**src/rtl/rind_pkg.sv**
```systemverilog
package rind_pkg;

  typedef enum logic [1:0] {
    OP_LOAD  = 2'b00,
    OP_STORE = 2'b01,
    OP_ADD   = 2'b10,
    OP_RSVD  = 2'b11
  } op_e;

  typedef enum logic [2:0] {
    ST_IDLE,
    ST_ADDR,
    ST_READ,
    ST_WB,
    ST_ADDR2,
    ST_READ2,
    ST_SUM,
    ST_WRITE
  } st_e;

endpackage

```
**src/rtl/rind_regfile.sv**
```systemverilog
module rind_regfile #(
  parameter int DW   = 32,
  parameter int NREG = 32,
  localparam int IW  = $clog2(NREG)
) (
  input  logic          clk,
  input  logic          rst_n,
  input  logic [IW-1:0] ra_idx_i,
  output logic [DW-1:0] ra_data_o,
  input  logic [IW-1:0] rb_idx_i,
  output logic [DW-1:0] rb_data_o,
  input  logic          we_i,
  input  logic [IW-1:0] w_idx_i,
  input  logic [DW-1:0] w_data_i
);

  logic [DW-1:0] rd_arr [NREG];

  for (genvar g = 0; g < NREG; g++) begin : g_reg
    logic [DW-1:0] q;
    logic          en;
    assign en = we_i && (w_idx_i == IW'(g));
    always_ff @(posedge clk or negedge rst_n) begin
      if (!rst_n)  q <= '0;
      else if (en) q <= w_data_i;
    end
    assign rd_arr[g] = q;
  end

  assign ra_data_o = rd_arr[ra_idx_i];
  assign rb_data_o = rd_arr[rb_idx_i];

endmodule

```
**src/rtl/rind_ctrl.sv**
```systemverilog
module rind_ctrl
  import rind_pkg::*;
#(
  parameter int IW = 5
) (
  input  logic          clk,
  input  logic          rst_n,
  input  logic          start_i,
  input  logic [1:0]    op_i,
  input  logic [IW-1:0] rd_i,
  input  logic [IW-1:0] rs_i,
  input  logic [IW-1:0] rt_i,
  input  logic          mem_ready_i,
  output logic          busy_o,
  output logic          mem_rd_o,
  output logic          mem_wr_o,
  output logic          mar_ld_o,
  output logic [IW-1:0] ptr_idx_o,
  output logic [IW-1:0] src_idx_o,
  output logic          mdr_mem_ld_o,
  output logic          mdr_reg_ld_o,
  output logic          mdr_sum_ld_o,
  output logic          tmp_ld_o,
  output logic          rf_we_o,
  output logic [IW-1:0] rf_widx_o
);

  st_e           state_q, state_d;
  op_e           op_q;
  logic [IW-1:0] rd_q, rs_q, rt_q;
  logic          accept;

  assign accept = (state_q == ST_IDLE) && start_i && (op_i != 2'(OP_RSVD));

  always_comb begin
    state_d = state_q;
    unique case (state_q)
      ST_IDLE:  if (accept) state_d = ST_ADDR;
      ST_ADDR:  state_d = (op_q == OP_STORE) ? ST_WRITE : ST_READ;
      ST_READ:  if (mem_ready_i) state_d = (op_q == OP_ADD) ? ST_ADDR2 : ST_WB;
      ST_WB:    state_d = ST_IDLE;
      ST_ADDR2: state_d = ST_READ2;
      ST_READ2: if (mem_ready_i) state_d = ST_SUM;
      ST_SUM:   state_d = ST_WRITE;
      ST_WRITE: if (mem_ready_i) state_d = ST_IDLE;
      default:  state_d = ST_IDLE;
    endcase
  end

  always_ff @(posedge clk or negedge rst_n) begin
    if (!rst_n) state_q <= ST_IDLE;
    else        state_q <= state_d;
  end

  always_ff @(posedge clk or negedge rst_n) begin
    if (!rst_n) begin
      op_q <= OP_LOAD;
      rd_q <= '0;
      rs_q <= '0;
      rt_q <= '0;
    end else if (accept) begin
      op_q <= op_e'(op_i);
      rd_q <= rd_i;
      rs_q <= rs_i;
      rt_q <= rt_i;
    end
  end

  assign busy_o       = (state_q != ST_IDLE);
  assign mem_rd_o     = (state_q == ST_READ) || (state_q == ST_READ2);
  assign mem_wr_o     = (state_q == ST_WRITE);
  assign mar_ld_o     = (state_q == ST_ADDR) || (state_q == ST_ADDR2) || (state_q == ST_SUM);
  assign ptr_idx_o    = (state_q == ST_ADDR2) ? rt_q : rs_q;
  assign src_idx_o    = rd_q;
  assign mdr_reg_ld_o = (state_q == ST_ADDR) && (op_q == OP_STORE);
  assign mdr_mem_ld_o = (state_q == ST_READ) && mem_ready_i;
  assign tmp_ld_o     = (state_q == ST_READ2) && mem_ready_i;
  assign mdr_sum_ld_o = (state_q == ST_SUM);
  assign rf_we_o      = (state_q == ST_WB);
  assign rf_widx_o    = rd_q;

  assert_no_dual_strobe_R5: assert property (@(posedge clk) disable iff (!rst_n)
    !(mem_rd_o && mem_wr_o));

  assert_start_ignored_R8: assert property (@(posedge clk) disable iff (!rst_n)
    (busy_o && start_i) |=> ($stable(op_q) && $stable(rd_q) && $stable(rs_q) && $stable(rt_q)));

  assert_wb_only_load_R2: assert property (@(posedge clk) disable iff (!rst_n)
    rf_we_o |-> (op_q == OP_LOAD));

  assert_rsvd_ignored_R10: assert property (@(posedge clk) disable iff (!rst_n)
    (!busy_o && start_i && (op_i == 2'b11)) |=> !busy_o);

endmodule

```
**src/rtl/rind_seq.sv**
```systemverilog
module rind_seq
  import rind_pkg::*;
#(
  parameter int DW   = 32,
  parameter int NREG = 32,
  localparam int IW  = $clog2(NREG)
) (
  input  logic          clk,
  input  logic          rst_n,
  input  logic          start_i,
  input  logic [1:0]    op_i,
  input  logic [IW-1:0] rd_idx_i,
  input  logic [IW-1:0] rs_idx_i,
  input  logic [IW-1:0] rt_idx_i,
  output logic          busy_o,
  output logic [DW-1:0] mem_addr_o,
  output logic [DW-1:0] mem_wdata_o,
  output logic          mem_rd_o,
  output logic          mem_wr_o,
  input  logic [DW-1:0] mem_rdata_i,
  input  logic          mem_ready_i
);

  logic [1:0]    rst_sync_q;
  logic          rst_n_s;
  logic          mar_ld, mdr_mem_ld, mdr_reg_ld, mdr_sum_ld, tmp_ld, rf_we;
  logic [IW-1:0] ptr_idx, src_idx, rf_widx;
  logic [DW-1:0] ptr_data, src_data;
  logic [DW-1:0] mar_q, mdr_q, mdr_d, tmp_q;
  logic          mdr_en;

  always_ff @(posedge clk or negedge rst_n) begin
    if (!rst_n) rst_sync_q <= 2'b00;
    else        rst_sync_q <= {rst_sync_q[0], 1'b1};
  end
  assign rst_n_s = rst_sync_q[1];

  rind_ctrl #(.IW(IW)) u_ctrl (
    .clk          (clk),
    .rst_n        (rst_n_s),
    .start_i      (start_i),
    .op_i         (op_i),
    .rd_i         (rd_idx_i),
    .rs_i         (rs_idx_i),
    .rt_i         (rt_idx_i),
    .mem_ready_i  (mem_ready_i),
    .busy_o       (busy_o),
    .mem_rd_o     (mem_rd_o),
    .mem_wr_o     (mem_wr_o),
    .mar_ld_o     (mar_ld),
    .ptr_idx_o    (ptr_idx),
    .src_idx_o    (src_idx),
    .mdr_mem_ld_o (mdr_mem_ld),
    .mdr_reg_ld_o (mdr_reg_ld),
    .mdr_sum_ld_o (mdr_sum_ld),
    .tmp_ld_o     (tmp_ld),
    .rf_we_o      (rf_we),
    .rf_widx_o    (rf_widx)
  );

  rind_regfile #(.DW(DW), .NREG(NREG)) u_rf (
    .clk       (clk),
    .rst_n     (rst_n_s),
    .ra_idx_i  (ptr_idx),
    .ra_data_o (ptr_data),
    .rb_idx_i  (src_idx),
    .rb_data_o (src_data),
    .we_i      (rf_we),
    .w_idx_i   (rf_widx),
    .w_data_i  (mdr_q)
  );

  always_comb begin
    mdr_en = mdr_mem_ld || mdr_reg_ld || mdr_sum_ld;
    if (mdr_mem_ld)      mdr_d = mem_rdata_i;
    else if (mdr_reg_ld) mdr_d = src_data;
    else                 mdr_d = mdr_q + tmp_q;
  end

  always_ff @(posedge clk or negedge rst_n_s) begin
    if (!rst_n_s) begin
      mar_q <= '0;
      mdr_q <= '0;
      tmp_q <= '0;
    end else begin
      if (mar_ld) mar_q <= ptr_data;
      if (mdr_en) mdr_q <= mdr_d;
      if (tmp_ld) tmp_q <= mem_rdata_i;
    end
  end

  assign mem_addr_o  = mar_q;
  assign mem_wdata_o = mdr_q;

  assert_read_hold_R7: assert property (@(posedge clk) disable iff (!rst_n_s)
    (mem_rd_o && !mem_ready_i) |=> (mem_rd_o && $stable(mem_addr_o)));

  assert_write_hold_R7: assert property (@(posedge clk) disable iff (!rst_n_s)
    (mem_wr_o && !mem_ready_i) |=> (mem_wr_o && $stable(mem_addr_o) && $stable(mem_wdata_o)));

  assert_read_in_busy_R3: assert property (@(posedge clk) disable iff (!rst_n_s)
    mem_rd_o |-> (busy_o && !rf_we));

  assert_one_commit_R5: assert property (@(posedge clk) disable iff (!rst_n_s)
    (mem_wr_o && mem_ready_i) |=> !mem_wr_o);

endmodule

```
**config.mk**
```make
export PLATFORM = sky130hd
export DESIGN_NAME = rind_seq
export DESIGN_NICKNAME = d
export VERILOG_FILES = /design/src/rtl/rind_pkg.sv /design/src/rtl/rind_regfile.sv /design/src/rtl/rind_ctrl.sv /design/src/rtl/rind_seq.sv
export SDC_FILE = /design/constraint.sdc
export NUM_CORES = 2
export LEC_CHECK = 0
export BUFFER_PORTS_ARGS = -buffer_cell sky130_fd_sc_hd__clkbuf_2
export CAP_MARGIN = 20
export CORE_MARGIN = 2
export CORE_UTILIZATION = 45
export DETAILED_ROUTE_END_ITERATION = 6
export PLACE_DENSITY = 0.65
export SLEW_MARGIN = 20
export SYNTH_ARGS = -nofsm -noshare
export SYNTH_HDL_FRONTEND = slang
export SYNTH_HIERARCHICAL = 1
export SYNTH_SLANG_ARGS = --single-unit
```
**constraint.sdc**
```tcl
create_clock -name clk -period 45.6 [get_ports clk]
set_input_delay 9.12 -clock clk [delete_from_list [all_inputs] [get_ports clk]]
set_output_delay 9.12 -clock clk [all_outputs]
set_load 0.05 [all_outputs]
```
Word-level counts from Yosys, hierarchy flattened
Index checks and enable logic that the tools add are counted.
{"block": "totals", "reg_bits": 1142, "wordCells": 153}
{"block": "op_classes", "n_eq_ne": 45, "n_mux": 16, "order_cmp": 2, "n_bitwise": 2, "add_sub_neg": 1, "reduce_logical": 46}
{"operator": "32-bit binary-select mux with 5-bit select", "n": 2}
{"operator": "32-bit two-way mux", "n": 6}
{"operator": "5-bit equality test (second input constant)", "n": 16}
{"operator": "5-bit by 4-bit equality test with 1-bit output (second input constant)", "n": 8}
{"operator": "1-bit logical AND", "n": 37}
{"operator": "32-bit adder", "n": 1}
{"operator": "3-bit case mux with 8 select lines", "n": 1}
{"operator": "5-bit by 3-bit equality test with 1-bit output (second input constant)", "n": 4}
{"operator": "3-bit two-way mux", "n": 6}
{"operator": "3-bit equality test (second input constant)", "n": 4}
{"operator": "6-bit greater-or-equal comparator (second input constant)", "n": 2}
{"operator": "5-bit inverter with 6-bit output", "n": 2}
{"operator": "5-bit by 2-bit equality test with 1-bit output (second input constant)", "n": 2}
{"operator": "3-bit by 2-bit equality test with 1-bit output (second input constant)", "n": 2}
{"operator": "2-bit != test (second input constant)", "n": 3}
{"operator": "5-bit by 1-bit equality test with 1-bit output (second input constant)", "n": 1}
{"operator": "5-bit logical NOT", "n": 1}
{"operator": "1-bit logical OR", "n": 5}
{"operator": "5-bit two-way mux", "n": 1}
{"operator": "2-bit by 1-bit != test with 1-bit output (second input constant)", "n": 2}
{"operator": "4-bit AND reduction", "n": 1}
{"operator": "3-bit by 1-bit equality test with 1-bit output (second input constant)", "n": 1}
{"operator": "3-bit logical NOT", "n": 1}
{"operator": "3-bit nonzero test", "n": 1}
{"operator": "other kinds (2)", "n": 2}

Logic depth before layout (Yosys ltp)
{"block": "depth", "word_depth": 6, "ltp_mapped": 14}

Hierarchy
The synthesis kept the hierarchy.
{"mod": "rind_regfile", "seq_area_each_um2": 25624.6, "area_each_um2": 55718.4, "cells_each": 4611, "n_inst": 1}
{"mod": "rind_seq", "seq_area_each_um2": 2452.4, "area_each_um2": 5654.2, "cells_each": 532, "n_inst": 1}
{"mod": "rind_ctrl", "seq_area_each_um2": 500.5, "area_each_um2": 1122.3, "cells_each": 96, "n_inst": 1}

Worst setup path before layout
Ideal clock, no wire load.
{"block": "synth_path", "kind": "register -> output", "from": "register u_ctrl.state_q[2]", "to": "output port mem_rd_o", "path_stages_with_launch": 6, "slack_ns": 34.500, "t_arrival_ns": 1.980, "path_cell_list": "dfrtp_1 buf_6 inv_1 clkbuf_1 nand2_1 o21ai_0"}
{"block": "synth_via", "elab_chain_cells": 2, "word_cells_on_any_way": 3, "classes_between": "eq/ne (2); reduce/logical (1)"}
{"element": "start, declared", "line_no": "rind_ctrl.sv:28", "source": "st_e state_q, state_d;"}
{"element": "start signal, assigned", "line_no": "rind_ctrl.sv:52", "source": "else state_q <= state_d;"}
{"element": "3-bit by 2-bit equality test with 1-bit output / 3-bit equality test (equally long branches)", "line_no": "rind_ctrl.sv:70", "source": "assign mem_rd_o = (state_q == ST_READ) || (state_q == ST_READ2);"}
{"element": "1-bit logical OR (*)", "line_no": "rind_ctrl.sv:70"}
{"element": "end, declared", "line_no": "rind_seq.sv:18", "source": "output logic mem_rd_o,"}
Mark *: on every way between the ends. The rest lies on a longest branch, timed or not.

Worst setup path after layout
{"block": "layout_path", "from": "register mdr_q[31], in the netlist mem_wdata_o[31]", "to": "output port mem_wdata_o[31]"}
{"element": "start, declared", "line_no": "rind_seq.sv:29", "source": "logic [DW-1:0] mar_q, mdr_q, mdr_d, tmp_q;"}
{"element": "start signal, assigned", "line_no": "rind_seq.sv:87", "source": "if (mdr_en) mdr_q <= mdr_d;"}
{"element": "end, declared", "line_no": "rind_seq.sv:17", "source": "output logic [DW-1:0] mem_wdata_o,"}
No word-level cell between the ends.

==> summary.txt <==
Outcome
  – Status: finished clean

STA
  – Final setup vio count: 0
  – Max transition margin: 0.185
  – RSZ-0062 raised after global routing: no
  – TNS Setup: 0 ns
  – Max-slew violation count: 0
  – Max Freq: 87.8 MHz
  – Post-layout min period: approximately 11 ns
  – Final worst path period share: 0.250
  – Worst slew pin tran: around 1.2 ns
  – Endpoints failing hold: 0
  – Clock skew: 0.0262 ns

Pwr
  – Maximum VDD drop: 0.000137 V
  – Sequential Power Share: 0.305
  – Comb pwr share: 0.497
  – PD cells: 80.6 nW/µm²
  – Psw: 0.00246 W
  – Cell Int Power: 0.00310 W
  – Static leakage: ~33 nW
  – Switching share of power: 0.442
  – Clk pwr share: 0.198

Logic synthesis
  – Seq/Total Area, Yosys: 0.457
  – Synthesized area per cell: 11.9 µm²
  – Syn. warnings: 6
  – Synth Net Count: roughly 5300
  – Yosys cell types: 70
  – Flops & latches, synth: 1142
  – Mapped cell area: around 62000 µm²
  – Main flop type after synthesis: dfrtp_1
  – Mapped Cells: 5239
  – Number of synthesized flops with an enable pin: 0
  – Post-synth ARST share: 1.00

Global routing
  – Gr usage total: 0.285
  – Initial antenna violation count: 4
  – Global-route wire length before repair: 301000 µm
  – Vias in the first global route: 44800
  – Largest net degree at the start of global routing: 163
  – Grt total ovfl: 0

Placed design
  – IO Port Bufs: 119
  – Final GP Congestion: 0.832
  – Post-Place Cells: between 6000 and 7000
  – Post-DP HPWL: 112000 µm

Setup path
  – Reg-to-reg critical path startpoint: u_ctrl/state_q[2]
  – Reg-to-reg slack, setup: 38.83 ns
  – Critical-path cell list: clkbuf_2
  – Bufs and invs on worst path: 1
  – Worst Path Required: 36.48 ns
  – CP Capture Type: output port
  – Crit path launch type: register
  – CP Max Fanout: 35
  – Slowest stage cell, crit path: dfrtp_1
  – Crit Path Class: register to output port
  – FF-to-FF End: mem_addr_o[20]
  – Delay-heaviest family, CP: flip-flops
  – Critical Path Max Stage Delay: 1.05 ns
  – Arrival @ worst endpoint: 2.26 ns
  – FF-to-FF path depth: 12

Floorplan
  – Die span in y: 377 µm
  – Initial Util: 0.454
  – Die area: roughly 140000 µm²
  – Core Region: 138000 µm²
  – FP Rows: around 140
  – # IOs: 120
  – Die width: 377 µm

Run
  – Max-cap viol count: 0

Clock tree
  – CTS Sinks: 1142
  – Reg clk slew, reported paths: 0.06 ns
  – Worst skew pair latency: 0.79 ns
  – H-Tree Depth: 4
  – TritonCTS clock tree: built
  – Postcts setup bufs: 0
  – CTS Buf Count: 132
  – CTS resizes: 0
  – CTS max path bufs: 3
  – Clk root buf: clkbuf_16
  – Hold_buf cts: 0

Detailed routing
  – Final WL: between 200000 and 250000 µm
  – Via Count: 44800
  – Drt drc: 0
  – WL per Instance: 29.2 µm
  – Post-DR vias/cell: 6.38
  – Starting DRT DRC Count: approximately 4200
  – DR pass1 iterations: 6
  – Final ANT Viol Nets: 0

Final layout
  – Ratio of cells with drive above 1 in the final layout: 0.313
  – Fill cells: 12000
  – Final #Nets: ~5200
  – Non-filler instance count after layout: about 7000
  – Layout area overhead: 10.3%

Worst hold path
  – Min-Delay Path Class: register to async pin
[state kept, by name (all words and copies together), names as in the netlist]
| signal | flops |
|---|---|
| mem_wdata_o | 32 |
| u_ctrl/state_q | 3 |
| u_ctrl/rf_widx_o | 5 |
| tmp_q | 32 |
| u_ctrl/rt_q | 5 |
| u_rf/g.q | 1024 |
| rst_sync_q | 2 |
| u_ctrl/rs_q | 5 |
| u_ctrl/op_q | 2 |
| mem_addr_o | 32 |
[cells in the final DEF (no fill, tap or decap), types with 26 or more instances in the layout]
cell type | Yosys | routed
dfrtp_1 | 1142 | 1129
a22o_1 | 128 | 128
clkbuf_1 | 252 | 33
mux2_2 | 1062 | 1061
a21oi_1 | 235 | 235
a22oi_1 | 210 | 210
nand3_1 | 203 | 203
o21ai_0 | 27 | 26
clkbuf_16 | 0 | 136
nand2_1 | 253 | 241
a31oi_1 | 70 | 70
clkbuf_2 | 0 | 119
clkbuf_8 | 0 | 34
nor3_1 | 73 | 69
mux2i_1 | 1032 | 1032
ha_1 | 31 | 31
mux2_4 | 40 | 40
buf_4 | 5 | 110
nor2_1 | 52 | 39
[synth_stat cells (70+ instances only)]
cell,n,area (µm²)
a21oi_1,235,1180
dfrtp_1,1142,28600
mux2i_1,1032,10300
nand3_1,203,1020
buf_2,169,846
nor3_1,73,365
a22oi_1,210,1580
a22o_1,128,1120
a31oi_1,70,438
nand2_1,253,950
mux2_2,1062,12000
clkbuf_1,252,946
[cell families after synthesis]
kind of cell / synth area share
xor gates and xnor gates: 0.00392
adders and majority gates: 0.00653
muxes: 0.367
AOI/OAI and AO/OA: 0.0830
and+or+nand+nor: 0.0470
other: 0.0000600
buffers and inverters: 0.0348
DFF: 0.457
[power by group through the flow]
stage / combinational [W] / sequential (W) / clock (W)
floorplan: 0.00186 / 0.00168 / 0
global placement: 0.00268 / 0.00169 / 0
detailed placement: 0.00270 / 0.00171 / 0
CTS: 0.00271 / 0.00169 / 0.00111
global route: 0.00290 / 0.00174 / 0.00116
finish: 0.00276 / 0.00170 / 0.00110
[cell type report]
cell class / instances / area [µm²] / area share
multi-input cells: 3593 / 32000 / 0.464
flip-flops and latches: 1142 / 28600 / 0.415
well taps: 1794 / 2240 / 0.0326
repair buffers: 237 / 1560 / 0.0226
inverters: 13 / 48.8 / 0.000708
diodes: 4 / 10.0 / 0.000145
clock inverters: 37 / 478 / 0.00693
clock buffers: 203 / 4000 / 0.0579
[metrics by stage]
| step | setup WS, ns | util | cell area, µm² | hold WS (ns) | power, W |
|---|---|---|---|---|---|
| 2_1_floorplan | 11.41 | - | 62500 | 0.331 | 0.00354 |
| 6_report | 34.22 | 0.501 | 69000 | 0.237 | 0.00556 |
| 3_5_place_dp | 34.27 | 0.468 | 64400 | 0.257 | 0.00441 |
| 5_1_grt | 34.09 | 0.501 | 68900 | 0.281 | 0.00581 |
| 3_3_place_gp | 34.23 | 0.468 | 64400 | 0.252 | 0.00436 |
| 4_1_cts | 34.05 | 0.501 | 68900 | 0.259 | 0.00551 |
[worst max-delay path by stage]
stage	from	to	cells past startpoint
4_1_cts	mem_wdata_o[14]	mem_wdata_o[14]	1
3_5_place_dp	mem_ready_i	mem_wdata_o[23]	7
3_3_place_gp	mem_ready_i	mem_wdata_o[23]	7
5_1_grt	mem_wdata_o[31]	mem_wdata_o[31]	1
2_1_floorplan	rst_sync_q[1]	mem_addr_o[0]	0
6_report	mem_wdata_o[31]	mem_wdata_o[31]	1
[metal layers]
metal,GRT usage,vias to the layer above,part of all wire
met2,0.434,1889,0.44
li1,-,19100,-
met4,0.111,6,0.040
met3,0.0664,470,0.086
met5,0,-,0.00016
met1,0.393,23300,0.43
No activity file was read; power rests on OpenSTA's default activity.
